<file path="config.mk">
export PLATFORM = sky130hd
export DESIGN_NAME = lir_router
export DESIGN_NICKNAME = d
export VERILOG_FILES = /design/src/rtl/lir_pkg.sv /design/src/rtl/lir_decode.sv /design/src/rtl/lir_regs.sv /design/src/rtl/lir_pend_core.sv /design/src/rtl/lir_router.sv
export SDC_FILE = /design/constraint.sdc
export NUM_CORES = 1
export LEC_CHECK = 0
export CELL_PAD_IN_SITES_DETAIL_PLACEMENT = 0
export CELL_PAD_IN_SITES_GLOBAL_PLACEMENT = 1
export CORE_MARGIN = 2
export CORE_UTILIZATION = 46
export DETAILED_ROUTE_END_ITERATION = 8
export DONT_BUFFER_PORTS = 1
export PLACE_DENSITY_LB_ADDON = 0.3
export SYNTH_ARGS = -nofsm -noshare
export SYNTH_HDL_FRONTEND = slang
export SYNTH_SLANG_ARGS = --single-unit
</file>
<file path="constraint.sdc">
create_clock -name clk -period 1.85 [get_ports clk]
set_input_delay 0.2775 -clock clk [delete_from_list [all_inputs] [get_ports clk]]
set_output_delay 0.2775 -clock clk [all_outputs]
set_load 0.005 [all_outputs]
</file>
<file path="src/rtl/lir_pkg.sv">
package lir_pkg;
  localparam int unsigned NTMR    = 4;
  localparam int unsigned NMBX    = 4;
  localparam int unsigned BIT_MBX = NTMR;
  localparam int unsigned BIT_SHR = NTMR + NMBX;
  localparam int unsigned BIT_PMU = BIT_SHR + 1;
  localparam int unsigned PW      = BIT_PMU + 1;

  typedef enum logic [2:0] {
    SEL_NONE,
    SEL_TMR,
    SEL_PSET,
    SEL_PCLR,
    SEL_ROUTE,
    SEL_PEND
  } sel_e;
endpackage

</file>
<file path="src/rtl/lir_decode.sv">
module lir_decode
  import lir_pkg::*;
#(
  parameter int unsigned NCORE = 4,
  parameter int unsigned AW    = 8,
  parameter int unsigned CW    = 2
) (
  input  logic [AW-1:0] addr,
  output sel_e          sel,
  output logic [CW-1:0] idx
);
  localparam int unsigned WA = AW - 2;
  localparam logic [WA-1:0] W_TEND  = WA'(NCORE);
  localparam logic [WA-1:0] W_PSET  = WA'(NCORE);
  localparam logic [WA-1:0] W_PCLR  = WA'(NCORE + 1);
  localparam logic [WA-1:0] W_ROUTE = WA'(NCORE + 2);
  localparam logic [WA-1:0] W_PEND  = WA'(NCORE + 4);
  localparam logic [WA-1:0] W_PEND_E = WA'(2 * NCORE + 4);

  logic [WA-1:0] w;
  logic          aligned;

  assign w       = addr[AW-1:2];
  assign aligned = (addr[1:0] == 2'b00);

  always_comb begin
    sel = SEL_NONE;
    idx = '0;
    if (aligned) begin
      if (w < W_TEND) begin
        sel = SEL_TMR;
        idx = CW'(w);
      end else if (w == W_PSET) begin
        sel = SEL_PSET;
      end else if (w == W_PCLR) begin
        sel = SEL_PCLR;
      end else if (w == W_ROUTE) begin
        sel = SEL_ROUTE;
      end else if (w >= W_PEND && w < W_PEND_E) begin
        sel = SEL_PEND;
        idx = CW'(w - W_PEND);
      end
    end
  end
endmodule

</file>
<file path="src/rtl/lir_regs.sv">
module lir_regs
  import lir_pkg::*;
#(
  parameter int unsigned NCORE = 4,
  parameter int unsigned CW    = 2,
  parameter int unsigned DW    = 32
) (
  input  logic                  clk,
  input  logic                  rst_n,
  input  logic                  we,
  input  sel_e                  sel,
  input  logic [CW-1:0]         idx,
  input  logic [DW-1:0]         wdata,
  output logic [NCORE*NTMR-1:0] tmr_en,
  output logic [NCORE-1:0]      pmu_mask,
  output logic [CW-1:0]         route
);
  logic [NCORE-1:0][NTMR-1:0] en_q;
  logic [NCORE-1:0]           mask_q;
  logic [CW-1:0]              route_q;
  logic                       unused_wd;

  assign unused_wd = ^wdata;

  always_ff @(posedge clk or negedge rst_n) begin
    if (!rst_n) begin
      en_q    <= '0;
      mask_q  <= '0;
      route_q <= '0;
    end else if (we) begin
      case (sel)
        SEL_TMR:   en_q[idx] <= wdata[NTMR-1:0];
        SEL_PSET:  mask_q    <= mask_q | wdata[NCORE-1:0];
        SEL_PCLR:  mask_q    <= mask_q & ~wdata[NCORE-1:0];
        SEL_ROUTE: route_q   <= wdata[CW-1:0];
        default:   ;
      endcase
    end
  end

  assign tmr_en   = en_q;
  assign pmu_mask = mask_q;
  assign route    = route_q;

  for (genvar c = 0; c < NCORE; c++) begin : g_chk
    // a timer enable write lands in that core's register only
    p_tmr_wr_r2 : assert property (@(posedge clk) disable iff (!rst_n)
      (we && sel == SEL_TMR && idx == CW'(c)) |=> en_q[c] == $past(wdata[NTMR-1:0]));

    p_pmu_set_r3 : assert property (@(posedge clk) disable iff (!rst_n)
      (we && sel == SEL_PSET && wdata[c]) |=> mask_q[c]);

    p_pmu_clr_r3 : assert property (@(posedge clk) disable iff (!rst_n)
      (we && sel == SEL_PCLR && wdata[c]) |=> !mask_q[c]);

    p_pmu_keep_r3 : assert property (@(posedge clk) disable iff (!rst_n)
      !(we && (sel == SEL_PSET || sel == SEL_PCLR) && wdata[c])
        |=> mask_q[c] == $past(mask_q[c]));
  end

  p_route_wr_r10 : assert property (@(posedge clk) disable iff (!rst_n)
    (we && sel == SEL_ROUTE) |=> route_q == $past(wdata[CW-1:0]));
endmodule

</file>
<file path="src/rtl/lir_pend_core.sv">
module lir_pend_core
  import lir_pkg::*;
#(
  parameter int unsigned CW   = 2,
  parameter int unsigned CORE = 0
) (
  input  logic            clk,
  input  logic            rst_n,
  input  logic [NTMR-1:0] tmr_irq,
  input  logic [NTMR-1:0] tmr_en,
  input  logic [NMBX-1:0] mbx_irq,
  input  logic            shr_irq,
  input  logic [CW-1:0]   route,
  input  logic            pmu_irq,
  input  logic            pmu_sel,
  output logic [PW-1:0]   pend,
  output logic            irq
);
  logic shr_hit;

  assign shr_hit = shr_irq && (route == CW'(CORE));

  always_comb begin
    pend                       = '0;
    pend[NTMR-1:0]             = tmr_irq & tmr_en;
    pend[BIT_MBX +: NMBX]      = mbx_irq;
    pend[BIT_SHR]              = shr_hit;
    pend[BIT_PMU]              = pmu_irq && pmu_sel;
  end

  assign irq = |pend;

  // the shared line never shows on a core it is not steered to
  p_shr_excl_r4 : assert property (@(posedge clk) disable iff (!rst_n)
    (route != CW'(CORE)) |-> !pend[BIT_SHR]);

  // a disabled timer line never reaches the pending word
  for (genvar t = 0; t < NTMR; t++) begin : g_tchk
    p_tmr_mask_r2 : assert property (@(posedge clk) disable iff (!rst_n)
      !tmr_en[t] |-> !pend[t]);
  end
endmodule

</file>
<file path="src/rtl/lir_router.sv">
module lir_router
  import lir_pkg::*;
#(
  parameter int unsigned NCORE = 4,
  parameter int unsigned AW    = 8,
  parameter int unsigned DW    = 32
) (
  input  logic                  clk,
  input  logic                  rst_n,
  input  logic                  reg_we,
  input  logic                  reg_re,
  input  logic [AW-1:0]         reg_addr,
  input  logic [DW-1:0]         reg_wdata,
  output logic [DW-1:0]         reg_rdata,
  output logic                  reg_rvalid,
  input  logic [NCORE*NTMR-1:0] tmr_irq,
  input  logic [NCORE*NMBX-1:0] mbx_irq,
  input  logic                  shr_irq,
  input  logic                  pmu_irq,
  output logic [NCORE-1:0]      core_irq
);
  localparam int unsigned CW = (NCORE > 1) ? $clog2(NCORE) : 1;

  sel_e                       sel;
  logic [CW-1:0]              idx;
  logic [NCORE*NTMR-1:0]      tmr_en;
  logic [NCORE-1:0][NTMR-1:0] en2;
  logic [NCORE-1:0]           pmu_mask;
  logic [CW-1:0]              route;
  logic [NCORE-1:0][PW-1:0]   pend_all;
  logic [NCORE-1:0]           shr_bits;
  logic [DW-1:0]              rd_mux;
  logic [DW-1:0]              rdata_q;
  logic                       rvalid_q;

  lir_decode #(.NCORE(NCORE), .AW(AW), .CW(CW)) u_dec (
    .addr (reg_addr),
    .sel  (sel),
    .idx  (idx)
  );

  lir_regs #(.NCORE(NCORE), .CW(CW), .DW(DW)) u_regs (
    .clk      (clk),
    .rst_n    (rst_n),
    .we       (reg_we),
    .sel      (sel),
    .idx      (idx),
    .wdata    (reg_wdata),
    .tmr_en   (tmr_en),
    .pmu_mask (pmu_mask),
    .route    (route)
  );

  assign en2 = tmr_en;

  for (genvar c = 0; c < NCORE; c++) begin : g_core
    lir_pend_core #(.CW(CW), .CORE(c)) u_pend (
      .clk     (clk),
      .rst_n   (rst_n),
      .tmr_irq (tmr_irq[c*NTMR +: NTMR]),
      .tmr_en  (en2[c]),
      .mbx_irq (mbx_irq[c*NMBX +: NMBX]),
      .shr_irq (shr_irq),
      .route   (route),
      .pmu_irq (pmu_irq),
      .pmu_sel (pmu_mask[c]),
      .pend    (pend_all[c]),
      .irq     (core_irq[c])
    );
    assign shr_bits[c] = pend_all[c][BIT_SHR];
  end

  always_comb begin
    case (sel)
      SEL_TMR:   rd_mux = DW'(en2[idx]);
      SEL_PSET,
      SEL_PCLR:  rd_mux = DW'(pmu_mask);
      SEL_ROUTE: rd_mux = DW'(route);
      SEL_PEND:  rd_mux = DW'(pend_all[idx]);
      default:   rd_mux = '0;
    endcase
  end

  always_ff @(posedge clk or negedge rst_n) begin
    if (!rst_n) begin
      rdata_q  <= '0;
      rvalid_q <= 1'b0;
    end else begin
      rvalid_q <= reg_re;
      if (reg_re) rdata_q <= rd_mux;
    end
  end

  assign reg_rdata  = rdata_q;
  assign reg_rvalid = rvalid_q;

  p_shr_onehot_r4 : assert property (@(posedge clk) disable iff (!rst_n)
    $onehot0(shr_bits));

  p_shr_deliver_r4 : assert property (@(posedge clk) disable iff (!rst_n)
    shr_irq |-> $countones(shr_bits) == 1);

  p_quiet_r7 : assert property (@(posedge clk) disable iff (!rst_n)
    (tmr_irq == '0 && mbx_irq == '0 && !shr_irq && !pmu_irq) |-> core_irq == '0);

  p_rd_pure_r8 : assert property (@(posedge clk) disable iff (!rst_n)
    (reg_re && !reg_we) |=> $stable(tmr_en) && $stable(pmu_mask) && $stable(route));

  p_rvalid_r9 : assert property (@(posedge clk) disable iff (!rst_n)
    reg_rvalid == $past(reg_re));

  p_pend_hi_r5 : assert property (@(posedge clk) disable iff (!rst_n)
    (reg_re && sel == SEL_PEND) |=> reg_rdata[DW-1:PW] == '0);
endmodule

</file>
==> results.py <==
metrics = {
    "setup_path": {
        "r2r-start": "u_regs.tmr_en[8]$_DFFE_PN0P_",
        "timing.rr.end": "reg_rdata[0]$_DFFE_PN0P_",
        "crit_chain": "or4_1, a221oi_1, o311ai_0",
        "path_delay_family": "simple AND/OR/NAND/NOR gates",
        "rr_worst_depth": 4,
        "crit_buf_inv": 0,
        "critPathCaptureType": "primary output",
        "start_kind": "input port",
        "crit_path_max_incr_delay_ns": 0.59,
        "critPathKind": "input port to primary output",
        "slowest_stage": "or4_1",
        "crit_fanout": 2,
        "crit_arrival_ns": 1.42,
        "cp_data_required_time_ns": 1.57,
        "regToRegSetupSlack_ns": 0.19,
    },
    "floorplanning": {
        "num_io_pins": 115,
        "row_count": 25,
        "die_w_microns": 75.0,
        "start_util_pct": 48.5,
        "floorplan.die_area_sq_mm": 0.00563,
        "die_h_microns": 75.0,
        "fp.coreArea_sq_mm": 0.00479,
    },
    "clocking": {
        "cts_buffer_depth": 2,
        "cts_root_buffer": "clkbuf_8",
        "cts_tree": "built",
        "cts_max_level": 2,
        "post_cts_buffers": 0,
        "clkTransAtPathRegs_ns": 0.06,
        "numCtsBuffers": 5,
        "clkLatencyLatePin_ns": 0.29,
        "cts_num_sinks": 33,
    },
    "yosys": {
        "postSynthCellCount": 225,
        "synth_common_cells": "dfrtp_1, buf_4, mux2_2",
        "synth_top_family_by_area": "simple AND/OR/NAND/NOR gates",
        "synth-compound-area-share_pct": 15.0,
        "synth_top_area_cell": "dfrtp_1",
        "synth_area_leaders": "dfrtp_1, buf_4, mux2_2, mux4_2, nor3_4",
        "yosysSeqAreaShare_pct": 35.6,
        "synth_top_area_share_pct": 35.6,
        "synthFlopType": "dfrtp_1",
        "synthMostInstantiatedCell": "dfrtp_1",
        "synth_xor_xnor_area_share_pct": 0.755,
        "synthSimpleGateAreaFrac_pct": 19.1,
        "syn_area_sq_mm": 0.00232,
        "synth_fa_ha_area_share_pct": 0,
        "async_flop_share_pct": 100,
        "ys_ff_latch": 33,
        "syn_avg_cell_area_sq_um": 10.3,
        "ys_warn_count": 0,
        "synth-edff-count": 0,
        "synth_mux_area_share_pct": 16.3,
        "synth.distinct_cells": 44,
    },
    "power": {
        "fin_total_pwr_mw": 1.60,
        "p_leak_nw": 0.991,
        "ir_drop_v": 0.000393,
        "power_density_mw_per_mm2": 673,
    },
    "hold_path": {
        "holdPathStages": 0,
        "hp-class": "input port to flop",
        "holdPathEnd": "reg_rvalid$_DFF_PN0_",
        "hold_path.startpoint": "reg_re",
    },
    "grt": {
        "grt.total_usage_pct": 21.6,
        "antenna_found_initial": 0,
        "overflow": 0,
        "grt_max_degree": 34,
        "global_route.usage.met2_pct": 32.2,
        "grt_use_met1_pct": 29.6,
        "grt_use_met3_pct": 6.29,
        "busiest_layer": "met2",
        "grt_pass1_wl_microns": 8860,
        "grt_pass1_vias": 1641,
    },
    "finish": {
        "n_antenna_cell": 0,
        "nets": 300,
        "drive_above_1_share_pct": 19.4,
        "syn_to_final_growth_pct": 2.53,
    },
    "placed_design": {
        "dp_hpwl_microns": 4500,
        "portBuffers": 0,
        "preCtsSetupSlack_ns": 0.0161,
        "gp_congestion": 0.862,
    },
    "timing": {
        "fin_worst_skew_ns": 0.00531,
        "setup-tns-final_ns": 0,
        "tightest_slew_ns": 0.591,
        "slew_viol_final": 0,
        "finalSetupViolations": 0,
        "min_period_over_period_pct": 91.5,
        "hold_violations": 0,
        "relSlewSlack_pct": 60.1,
        "fmax_ghz": 0.591,
        "period_needed_ns": 1.69,
        "rsz0062_at_grt": "no",
        "fin_ws_ns": 0.157,
    },
    "detailed_routing": {
        "via_count": 1745,
        "finalWirelength_microns": 5690,
        "vias_per_cell": 6.04,
        "routedWlPerCell_microns": 19.7,
        "drtIter0Drc": 126,
        "drc": 0,
        "drtPass1Iterations": 4,
        "ant_nets": 0,
    },
    "run": {
        "cap_viol_max_count": 0,
    },
    "outcome": {
        "status": "finished clean",
    },
}
## cells by family (layout without fill, tap and decap cells)
group | count (synthesis) | count (layout)
and+or+nand+nor | 66 | 66
AOI/OAI and AO/OA | 47 | 47
xor gates and xnor gates | 2 | 2
muxes | 28 | 28
buffers and inverters | 48 | 24
other | 1 | 22
DFF | 33 | 33
## layout by cell type, fill, tap and decap left out, drive strengths merged, types with 3 or more instances in the layout
cell	synthesis	routed
a21oi	8	8
a222oi	4	4
a41oi	6	6
buf	32	4
clkbuf	3	5
conb	1	22
dfrtp	33	33
inv	12	12
mux2	18	18
mux2i	4	4
mux4	6	6
nand2	13	13
nand2b	6	6
nand3	11	11
nand4	3	3
nor2	6	6
nor2b	4	4
nor3	6	6
nor4	4	4
o21ai	5	5
o22ai	8	8
o311ai	4	4
or4	3	3
## worst max-delay path by stage
stage | slack, ns | cells past startpoint | to | startpoint
after floorplan | 0.17 | 4 | u_regs.route[0]$_DFFE_PN0P_ | reg_addr[1]
final | 0.16 | 3 | core_irq[0] | mbx_irq[0]
after global routing | 0.10 | 3 | core_irq[0] | mbx_irq[0]
after global placement | 0.03 | 5 | flop | reg_addr[1]
after detailed placement | 0.02 | 5 | flop | reg_addr[1]
after CTS | 0.15 | 3 | core_irq[0] | mbx_irq[0]
## where the power goes
part           internal [mW]  switching (mW)
combinational         0.0882          0.0826
clock                  0.391           0.252
sequential             0.752          0.0378
total                   1.23           0.372
## per-stage QoR
| step | cells | hold slack, ns | cell area, sq um | utilization (%) |
|---|---|---|---|---|
| 2_1_floorplan | 246 | -0.0181 | 2400 | - |
| 3_3_place_gp | 280 | -0.0173 | 2250 | 46.9 |
| 3_5_place_dp | 280 | -0.0174 | 2250 | 46.9 |
| 4_1_cts | 289 | 0.0160 | 2380 | 49.7 |
| 5_1_grt | 289 | 0.00599 | 2380 | 49.7 |
| 6_report | 289 | 0.0209 | 2380 | 49.7 |
## cell type report
class	count	area [sq um]
flip-flops and latches	33	826
well taps	67	83.8
inverters	12	45.0
clock buffers	5	68.8
multi-input cells	165	1270
clock inverters	2	35.0
fillers	485	2410
repair buffers	5	52.6
## per-layer routing
metal	up-vias	wire, microns
met5	-	0
met4	0	173
met3	16	506
met2	75	2680
met1	849	2330
li1	805	-
## repair_timing
| action | in CTS | in global routing |
|---|---|---|
| hold buffers | 2 | 0 |
| gates resized for setup | 0 | 0 |
| endpoints found under the hold margin | 33 | 0 |
No activity file was read; power rests on OpenSTA's default activity.
